`src/rtl/ovl_pkg.sv`:
```
package ovl_pkg;

    localparam int TAG_W = 16;
    localparam int SZ_W  = 3;
    localparam int DEPTH = 5;
    localparam int CNT_W = $clog2(DEPTH + 1);
    localparam int SUM_W = TAG_W + 1;

    typedef struct packed {
        logic             is_const;
        logic [TAG_W-1:0] tag;
    } operand_t;

    typedef struct packed {
        logic [SZ_W-1:0]  size;
        operand_t         off;
        logic [TAG_W-1:0] base;
    } access_t;

    function automatic logic [SUM_W-1:0] size_bytes(input logic [SZ_W-1:0] code);
        logic [SUM_W-1:0] n;
        if (code > SZ_W'(4))
            n = SUM_W'(16);
        else
            n = SUM_W'(1) << code;
        return n;
    endfunction

    function automatic operand_t as_reg(input logic [TAG_W-1:0] t);
        operand_t o;
        o.is_const = 1'b0;
        o.tag      = t;
        return o;
    endfunction

endpackage

```
`src/rtl/grp_store_table.sv`:
```
module grp_store_table
    import ovl_pkg::*;
(
    input  logic             clk,
    input  logic             rst,
    input  logic             clear,
    input  logic             wr_en,
    input  access_t          wr_data,
    output access_t          entries [DEPTH],
    output logic [DEPTH-1:0] valid,
    output logic [CNT_W-1:0] count,
    output logic             ovf
);

    logic [CNT_W-1:0] base_cnt;
    logic             room;

    assign base_cnt = clear ? '0 : count;
    assign room     = (base_cnt < CNT_W'(DEPTH));

    always_ff @(posedge clk) begin
        if (rst) begin
            count <= '0;
            ovf   <= 1'b0;
        end else begin
            if (wr_en && room)
                count <= base_cnt + CNT_W'(1);
            else
                count <= base_cnt;
            if (wr_en && !room)
                ovf <= 1'b1;
        end
    end

    for (genvar i = 0; i < DEPTH; i++) begin : g_slot
        always_ff @(posedge clk) begin
            if (wr_en && room && base_cnt == CNT_W'(i))
                entries[i] <= wr_data;
        end
        assign valid[i] = (CNT_W'(i) < count);
    end

    p_no_overflow_r9: assert property (@(posedge clk) disable iff (rst)
        count <= CNT_W'(DEPTH));

    p_sticky_ovf_r9: assert property (@(posedge clk) disable iff (rst)
        ovf |=> ovf);

    p_clear_empties_r8: assert property (@(posedge clk) disable iff (rst)
        (clear && !wr_en) |=> (count == '0));

    p_clear_with_store_r8: assert property (@(posedge clk) disable iff (rst)
        (clear && wr_en) |=> (count == CNT_W'(1)));

    p_append_r9: assert property (@(posedge clk) disable iff (rst)
        (!clear && wr_en && count < CNT_W'(DEPTH)) |=> (count == $past(count) + CNT_W'(1)));

endmodule

```
`src/rtl/grp_match_entry.sv`:
```
module grp_match_entry
    import ovl_pkg::*;
(
    input  logic    live,
    input  access_t st,
    input  access_t ld,
    output logic    hit
);

    logic             same_pair;
    logic             swapped_pair;
    logic             range_ok;
    logic             range_hit;
    logic [SUM_W-1:0] st_lo;
    logic [SUM_W-1:0] ld_lo;
    logic [SUM_W-1:0] st_end;
    logic [SUM_W-1:0] ld_end;

    assign same_pair    = (ld.off == st.off) && (ld.base == st.base);
    assign swapped_pair = (ld.off == as_reg(st.base)) && (as_reg(ld.base) == st.off);

    assign st_lo  = {1'b0, st.off.tag};
    assign ld_lo  = {1'b0, ld.off.tag};
    assign st_end = st_lo + size_bytes(st.size);
    assign ld_end = ld_lo + size_bytes(ld.size);

    assign range_ok = (ld.base == st.base) && ld.off.is_const && st.off.is_const;

    always_comb begin
        if (st_lo < ld_lo)
            range_hit = (st_end > ld_lo);
        else
            range_hit = (ld_end > st_lo);
    end

    assign hit = live && (same_pair || swapped_pair || (range_ok && range_hit));

endmodule

```
`src/rtl/grp_overlap_det.sv`:
```
module grp_overlap_det
    import ovl_pkg::*;
(
    input  logic             clk,
    input  logic             rst,
    input  logic             grp_clear,
    input  logic             st_valid,
    input  logic [SZ_W-1:0]  st_size,
    input  logic             st_off_const,
    input  logic [TAG_W-1:0] st_off_tag,
    input  logic [TAG_W-1:0] st_base_tag,
    input  logic             ld_valid,
    input  logic [SZ_W-1:0]  ld_size,
    input  logic             ld_off_const,
    input  logic [TAG_W-1:0] ld_off_tag,
    input  logic [TAG_W-1:0] ld_base_tag,
    output logic             noop_req,
    output logic             ovf_flag
);

    access_t          st_acc;
    access_t          ld_acc;
    access_t          table_q [DEPTH];
    logic [DEPTH-1:0] live;
    logic [DEPTH-1:0] hits;
    logic [CNT_W-1:0] fill;

    assign st_acc.size         = st_size;
    assign st_acc.off.is_const = st_off_const;
    assign st_acc.off.tag      = st_off_tag;
    assign st_acc.base         = st_base_tag;

    assign ld_acc.size         = ld_size;
    assign ld_acc.off.is_const = ld_off_const;
    assign ld_acc.off.tag      = ld_off_tag;
    assign ld_acc.base         = ld_base_tag;

    grp_store_table u_table (
        .clk     (clk),
        .rst     (rst),
        .clear   (grp_clear),
        .wr_en   (st_valid),
        .wr_data (st_acc),
        .entries (table_q),
        .valid   (live),
        .count   (fill),
        .ovf     (ovf_flag)
    );

    for (genvar i = 0; i < DEPTH; i++) begin : g_cmp
        grp_match_entry u_cmp (
            .live (live[i]),
            .st   (table_q[i]),
            .ld   (ld_acc),
            .hit  (hits[i])
        );
    end

    assign noop_req = ld_valid && (fill != '0) && (|hits);

    p_empty_quiet_r7: assert property (@(posedge clk) disable iff (rst)
        (fill == '0) |-> !noop_req);

    p_no_query_r7: assert property (@(posedge clk) disable iff (rst)
        !ld_valid |-> !noop_req);

    p_reset_state_r1: assert property (@(posedge clk)
        $past(rst) |-> (!ovf_flag && fill == '0));

    p_hits_in_fill_r9: assert property (@(posedge clk) disable iff (rst)
        $countones(hits) <= int'(fill));

endmodule

```
`config.mk`:
```
export PLATFORM = sky130hd
export DESIGN_NAME = grp_overlap_det
export DESIGN_NICKNAME = d
export VERILOG_FILES = /design/src/rtl/ovl_pkg.sv /design/src/rtl/grp_store_table.sv /design/src/rtl/grp_match_entry.sv /design/src/rtl/grp_overlap_det.sv
export SDC_FILE = /design/constraint.sdc
export NUM_CORES = 1
export LEC_CHECK = 0
export ABC_AREA = 0
export BUFFER_PORTS_ARGS = -buffer_cell sky130_fd_sc_hd__buf_4
export CORE_MARGIN = 2
export CORE_UTILIZATION = 24
export DETAILED_ROUTE_END_ITERATION = 6
export HOLD_SLACK_MARGIN = 0.05
export PLACE_DENSITY_LB_ADDON = 0.25
export SYNTH_ARGS = -nofsm -noshare
export SYNTH_HDL_FRONTEND = slang
export SYNTH_SLANG_ARGS = --single-unit
```
`constraint.sdc`:
```
create_clock -name clk -period 5.9 [get_ports clk]
set_input_delay 0.59 -clock clk [delete_from_list [all_inputs] [get_ports clk]]
set_output_delay 0.59 -clock clk [all_outputs]
set_load 0.03 [all_outputs]
```
==> impl_results.md, run 1 <==
* Area share of the largest cell type after synthesis at 31.7%
* DRC violations left at 0
* Peak supply drop at 195 uV
* Buf/Inv on CP at 4
* Register bit total from synthesis at 184
* Maximum level of the CTS H-tree at 4
* Total GRT Usage at 20.2%
* Total clock buffers created by CTS at 17
* Vias in the first global route at 14711
* Cells after Synth at 1714
* Netlist Area Pre-Place at 17000 um^2
* Top routing layer used: met4
* First-pass GRT wire length at 105000 um
* Total of buffers placed on input and output ports at 78
* Leftover overflow at the end of global routing at 0
* Pin count of the biggest net entering global routing at 37
* Setup slack of the most critical reg-to-reg path at 3500 ps
* GPL Wtd Cong at 0.989
* DRT Wirelength at 74800 um
* Worst hold-check slack at 280 ps
* Via count at 14643
* Clock latency at the later pin of the worst-skew pair at 490 ps
* Initial antenna violation count at 2
* Root buf cell: sky130_fd_sc_hd__clkbuf_16
* CP top delay family: compound AO/OA/AOI/OAI gates
* Tightest Hold Check Type: in2reg
* Largest area contributor in the synthesized netlist: sky130_fd_sc_hd__edfxtp_1
* Number of pins exceeding their max-slew limit in the final report at 0
* Total clock sinks at 184
* Avg Synthesized Cell Area at 9.94 um^2
* Headroom to the max-slew limit at 29.4%
* Drt wl/cell at 26.3 um
* Floorplan die width at 270 um
* Net count of the finished layout at 2267
* Antenna-violating nets left at 0
* Average via count per standard cell at 5.15
* Crit end category: output port
* Wire length on met3 at 4670 um
* Leading post-synthesis cells by instance count: sky130_fd_sc_hd__ha_1 (293), sky130_fd_sc_hd__xnor2_1 (216), sky130_fd_sc_hd__edfxtp_1 (180)
* Layout Area Growth over Synthesis at 19.7%
* Destination of the critical timing path: noop_req
* Yosys Warn Count at 0
* Clock-pin slew on the worst setup and hold paths at 80 ps
* Die footprint at 73100 um^2
* M1 wire length at 31600 um
* Run status: complete, no violations
* Slew of the pin with the lowest slew margin at 1050 ps
* Cell count of the worst reg-to-reg path at 6
* Source of the worst register-to-register timing path: u_table.count[0]
* Nature of the critical path startpoint: register
* Top achievable clock speed at 170 MHz
* Most common cell type on the critical path: sky130_fd_sc_hd__buf_4
* Beginning of the critical path: u_table.entries[69]
* Length of the first detailed-routing pass in iterations at 5
* Most common cell in the netlist: sky130_fd_sc_hd__ha_1
* Met2 wire len at 34900 um
* Die span in y at 270 um
* Final antenna diode count at 0
* Crit path max fanout at 4
* Number of flops mapped to enable cells by yosys at 180
* Commonest register cell after synthesis: sky130_fd_sc_hd__edfxtp_1
* RSZ-0062 raised after global routing: yes
* Effective utilization at floorplan at 24.3%
* Number of max-capacitance violations reported at 0
* Crit share post-route at 99.6%
* Final count of negative-setup-slack endpoints at 0
* Count of cell instances traversed by the critical path at 24
* Cell leakage power at 0.00826 uW
* Standard-cell row count at 97
* Number of I/O pins at 79
* Hold Buf Count CTS at 0
* Final worst clock skew at 15.4 ps
* CP Cell Sequence: buf_4 -> nor3b_4 -> ha_2 -> buf_4 -> nor2b_2 -> o31a_1 -> o21a_1 -> a31o_4 -> nand3_2 -> nor2_2 -> nand2_1 -> xnor2_1 -> ha_1 -> and4_4 -> nand4_1 -> a31oi_1 -> buf_4 -> a2111oi_4 -> nor3_1 -> a41oi_1 -> a21oi_1 -> a222oi_1 -> o2bb2ai_2 -> buf_6
* Final total negative setup slack at 0 ps
* Synth async-reset ratio at 0%
* Crit Reg-Reg Endpoint: u_table.entries[60]
* Post-DP HPWL at 60900 um
* Worst path required time at 5310 ps
* Library cells used by synthesis at 74
* Slowest-stage cell, CP: sky130_fd_sc_hd__edfxtp_1
* Tmin final at 5880 ps
* PD cells at 181 nW/um^2
* Start-to-end type of the worst setup path: reg2out
* CORE AREA at 70100 um^2
* Critical path's largest stage delay at 490 ps
* Arrival time of data at the critical path endpoint at 5290 ps
* Filler instances at 7446
* Final Hold Fails at 0
* Maximum buffer depth of the clock tree at 2
* Sequential share of the synthesized area at 32.2%
* Fraction of final layout cells sized beyond drive strength 1 at 15.4%
* CTS tree: yes
* Top cells by area, synth: sky130_fd_sc_hd__edfxtp_1 (32%), sky130_fd_sc_hd__ha_1 (22%), sky130_fd_sc_hd__xnor2_1 (11%), sky130_fd_sc_hd__xor2_1 (5.6%), sky130_fd_sc_hd__inv_1 (3.0%)
* Drt first-iter violations at 1323
[cell usage in the layout (no fill, tap or decap), types with 6 or more instances in the layout]
cell	n
sky130_fd_sc_hd__inv_1	138
sky130_fd_sc_hd__buf_4	178
sky130_fd_sc_hd__o21ai_1	10
sky130_fd_sc_hd__xnor2_1	211
sky130_fd_sc_hd__inv_2	7
sky130_fd_sc_hd__nor3_2	6
sky130_fd_sc_hd__nand2b_1	7
sky130_fd_sc_hd__a21oi_1	93
sky130_fd_sc_hd__a21oi_2	8
sky130_fd_sc_hd__nand2_1	65
sky130_fd_sc_hd__xor2_1	108
sky130_fd_sc_hd__a21o_1	24
sky130_fd_sc_hd__nor4_1	49
sky130_fd_sc_hd__clkbuf_16	17
sky130_fd_sc_hd__conb_1	18
sky130_fd_sc_hd__edfxtp_1	180
sky130_fd_sc_hd__nor2b_1	13
sky130_fd_sc_hd__o21ai_0	41
sky130_fd_sc_hd__o21a_1	17
sky130_fd_sc_hd__nand3_1	51
sky130_fd_sc_hd__nand4_1	79
sky130_fd_sc_hd__a211oi_1	9
sky130_fd_sc_hd__and3_1	12
sky130_fd_sc_hd__and3b_1	6
sky130_fd_sc_hd__o21bai_1	9
sky130_fd_sc_hd__nor3_1	24
sky130_fd_sc_hd__nor2_1	78
sky130_fd_sc_hd__o211ai_1	7
sky130_fd_sc_hd__ha_1	287
[power by group]
group | total (uW) | switching, uW | internal [uW]
Sequential | 1520 | 53.6 | 1470
Clock | 1200 | 624 | 573
Combinational | 964 | 579 | 385
[logic make-up (layout without fill, tap and decap cells)]
kind of cell    Yosys count  in the layout  share of synthesized area [%]
fa+ha+maj               299            299                           22.2
mux                       2              2                          0.125
other cells               1             18                         0.0220
simple gates            431            431                           13.4
flops                   184            184                           32.2
buf+inv                 183            356                           4.19
compound gates          290            290                           11.1
xor+xnor                324            324                           16.7
[worst reg2reg max path, delay by kind of cell (launching register included)]
| kind | cells | cell delay [ps] |
|---|---|---|
| fa+ha+maj | 2 | 280 |
| simple gates | 2 | 600 |
| flops | 1 | 570 |
| buf+inv | 2 | 570 |
[cell type report]
| type | count | area [um^2] | share of cell area [%] |
|---|---|---|---|
| well taps | 940 | 1180 | 5.77 |
| flip-flops and latches | 184 | 5490 | 26.9 |
| multi-input cells | 1364 | 11200 | 55.1 |
| clock buffers | 17 | 425 | 2.09 |
| clock inverters | 15 | 168 | 0.822 |
| inverters | 145 | 544 | 2.67 |
| repair buffers | 179 | 1350 | 6.61 |
[repair_timing]
| item | in CTS | in global routing |
|---|---|---|
| pin swaps | 30 | 32 |
| setup buffers | 21 | 7 |
| setup endpoints to repair | 1 | 1 |
| resized for setup | 41 | 29 |
[flip-flops by register name (all words and copies together) (netlist names)]
signal,cells
u_table.count,3
u_table.entries,180
u_table.ovf,1
[through the flow]
stage          util, %  worst slack (ps)  power (uW)  area [um^2]  instances
3_5_place_dp      27.5              -104        2470        19300       2785
5_1_grt           29.1              -249        3830        20400       2844
4_1_cts           28.8              10.5        3690        20200       2837
3_3_place_gp      27.5              -105        2460        19300       2785
2_1_floorplan        -               790        2080        17100       1731
6_report          29.1              22.7        3680        20400       2844
[how the worst min path moves through the flow]
stage                     start                to  slack, ps  depth (start not counted)
2_1_floorplan  u_table.count[1]  u_table.count[1]        610                          4
3_3_place_gp        u_table.ovf       u_table.ovf        460                          2
3_5_place_dp        u_table.ovf       u_table.ovf        460                          2
4_1_cts                     rst  u_table.count[0]        240                          2
5_1_grt                     rst  u_table.count[2]        270                          2
6_report                    rst  u_table.count[0]        280                          2
[routing by layer]
| metal | vias to the layer above | track usage (%) |
|---|---|---|
| met3 | 152 | 3.24 |
| met2 | 598 | 33.5 |
| li1 | 6628 | - |
| met5 | - | 0 |
| met1 | 7265 | 25.6 |
| met4 | 0 | 9.29 |
(Power assumes the default switching activity.)
==> run 2: changes to the inputs <==
Clock period 5.9 ns to 5.8 ns, I/O delays scaled along.
==> impl_results.md, run 2 (synthesis results as in run 1) <==
* Run status: finished with violations
* Failing checks: setup timing
* Source of the worst register-to-register timing path: u_table.count[0]
* Effective utilization at floorplan at 24.3% (unchanged)
* Worst path required time at 5220 ps (-90 ps)
* Leftover overflow at the end of global routing at 0 (unchanged)
* GPL Wtd Cong at 0.972 (-1.7%)
* Antenna-violating nets left at 0 (unchanged)
* First-pass GRT wire length at 105000 um (+0.20%)
* Die footprint at 73100 um^2 (unchanged)
* Largest register by flop count: u_table.entries
* Arrival time of data at the critical path endpoint at 5350 ps (+60 ps)
* Nature of the critical path startpoint: register
* Tightest Hold Check Type: in2reg
* CTS tree: yes
* Layout Area Growth over Synthesis at 19.2%
* Total clock sinks at 184 (unchanged)
* Clock latency at the later pin of the worst-skew pair at 490 ps (about the same)
* RSZ-0062 raised after global routing: yes
* Hold Buf Count CTS at 0 (unchanged)
* CORE AREA at 70100 um^2 (unchanged)
* Maximum buffer depth of the clock tree at 2 (unchanged)
* Final antenna diode count at 0 (unchanged)
* Leading cell types in the layout, fill and taps excluded: sky130_fd_sc_hd__ha_1 (293), sky130_fd_sc_hd__xnor2_1 (214), sky130_fd_sc_hd__edfxtp_1 (180)
* Slowest-stage cell, CP: sky130_fd_sc_hd__edfxtp_1
* Fraction of final layout cells sized beyond drive strength 1 at 14.2% (-1.2 points)
* Maximum level of the CTS H-tree at 4 (unchanged)
* DRC violations left at 0 (unchanged)
* Standard-cell row count at 97 (unchanged)
* Slew of the pin with the lowest slew margin at 1140 ps (+95.2 ps)
* Beginning of the critical path: u_table.entries[35]
* Clock-pin slew on the worst setup and hold paths at 80 ps (about the same)
* DRT Wirelength at 74900 um (+0.22%)
* Peak supply drop at 225 uV (+15%)
* CP top delay family: compound AO/OA/AOI/OAI gates
* Start point of the worst hold path: rst
* Crit share post-route at 102%
* Total clock buffers created by CTS at 17 (unchanged)
* Initial antenna violation count at 2 (unchanged)
* Total GRT Usage at 20.3% (+0.16 points)
* Crit path max fanout at 4 (unchanged)
* Root buf cell: sky130_fd_sc_hd__clkbuf_16
* Final Hold Fails at 0 (unchanged)
* Post-route design area at 20300 um^2 (-0.47%)
* Via count at 14398 (-1.7%)
* Pin count of the biggest net entering global routing at 37 (unchanged)
* Worst hold-check slack at 264 ps (-16.2 ps)
* Number of I/O pins at 79 (unchanged)
* Number of max-capacitance violations reported at 0 (unchanged)
* Net count of the finished layout at 2260 (-0.31%)
* Post-DP HPWL at 61300 um (+0.64%)
* Vias in the first global route at 14564 (-1.0%)
* Instance area after placement at 19300 um^2 (+0.20%)
* Die span in y at 270 um (unchanged)
* Start-to-end type of the worst setup path: reg2out
* Final worst clock skew at 9.63 ps (-5.76 ps)
* Fin worst setup slack at -131 ps (-154 ps)
* PD cells at 187 nW/um^2 (+3.4%)
* Headroom to the max-slew limit at 23.7% (-5.7 points)
* Number of pins exceeding their max-slew limit in the final report at 0 (unchanged)
* Drt first-iter violations at 1233 (-6.8%)
* Critical path's largest stage delay at 390 ps (-100 ps)
* Buf/Inv on CP at 2 (-2)
* Registers with the most flip-flops: u_table.entries x180, u_table.count x3, u_table.ovf x1
* Top achievable clock speed at 169 MHz
* Drt wl/cell at 26.4 um (+0.46%)
* Most common library cell in the layout ignoring fill and taps: sky130_fd_sc_hd__ha_1
* Total of buffers placed on input and output ports at 78 (unchanged)
* Cell leakage power at 0.00821 uW (-0.61%)
* Tmin final at 5930 ps
* Crit end category: output port
* Length of the first detailed-routing pass in iterations at 5 (unchanged)
* Average via count per standard cell at 5.08 (-1.4%)
* Floorplan die width at 270 um (unchanged)
* Filler instances at 7465 (+0.26%)
* CP Cell Sequence: buf_4 -> nor3b_1 -> ha_1 -> a21oi_2 -> o21bai_1 -> a21oi_2 -> nor2b_1 -> o2111ai_1 -> nand3_1 -> and2_4 -> xnor2_2 -> ha_1 -> nand4_1 -> or3_4 -> a311oi_2 -> nor2_1 -> a31o_2 -> a22oi_2 -> a21o_1 -> a211o_1 -> a222oi_1 -> o2bb2ai_2 -> buf_6
* Final count of negative-setup-slack endpoints at 1 (+1)
* Max FFs per register at 180 (unchanged)
run 2: cell count changes in the layout (fill, tap and decap cells not counted), sizes merged:
cell      change
inv           -3
buf           -7
clkinv        +1
clkinvlp      +1
bufinv        +1
run 2: path summary, 6_finish.rpt:
path | end | slack (ps) | depth (start not counted)
max | noop_req | -130 | 23
min reg2reg | u_table.ovf | 500 | 2
min | u_table.count[0] | 260 | 2
max reg2reg | u_table.entries[60] | 3520 | 6
run 2: layout make-up:
| class | count | area, um^2 | area share [%] |
|---|---|---|---|
| clock buffers | 17 | 425 | 2.10 |
| well taps | 940 | 1180 | 5.80 |
| clock inverters | 15 | 201 | 0.993 |
| repair buffers | 172 | 1290 | 6.38 |
| multi-input cells | 1364 | 11200 | 55.0 |
| flip-flops and latches | 184 | 5490 | 27.0 |
| inverters | 145 | 544 | 2.68 |
run 2: routing by layer:
layer | global-route usage [%] | share of wire [%]
met4 | 10.1 | 5.0
met3 | 3.65 | 6.1
met2 | 33.1 | 46
met5 | 0 | 0.025
met1 | 25.8 | 43
run 2: report_power, final:
group / total [uW] / internal, uW / switching (uW)
Combinational: 973 / 387 / 586
Sequential: 1550 / 1490 / 54.8
Clock: 1270 / 626 / 644
run 2: repair_timing:
item,4_1_cts,5_1_grt
setup buffers,15,0
pin swaps,27,4
setup endpoints to repair,1,1
gates resized for setup,43,9
run 2: metrics by stage:
step                      instances  total power (uW)  setup TNS [ps]  util [%]  worst slack [ps]
after floorplan                1731              2110               0         -               710
after global placement         2790              2500               0      27.5              14.3
after detailed placement       2790              2520           -97.2      27.5             -97.2
after CTS                      2837              3800           -49.6      28.8             -49.6
after global routing           2837              3940            -324      28.9              -324
final                          2837              3790            -131      28.9              -131
run 2: worst register-to-register path: cells and delay by family, from the launching register on:
| kind | cells | cell delay (ps) |
|---|---|---|
| adders and majority gates | 2 | 270 |
| buffers and inverters | 2 | 620 |
| DFF | 1 | 520 |
| and+or+nand+nor | 2 | 440 |
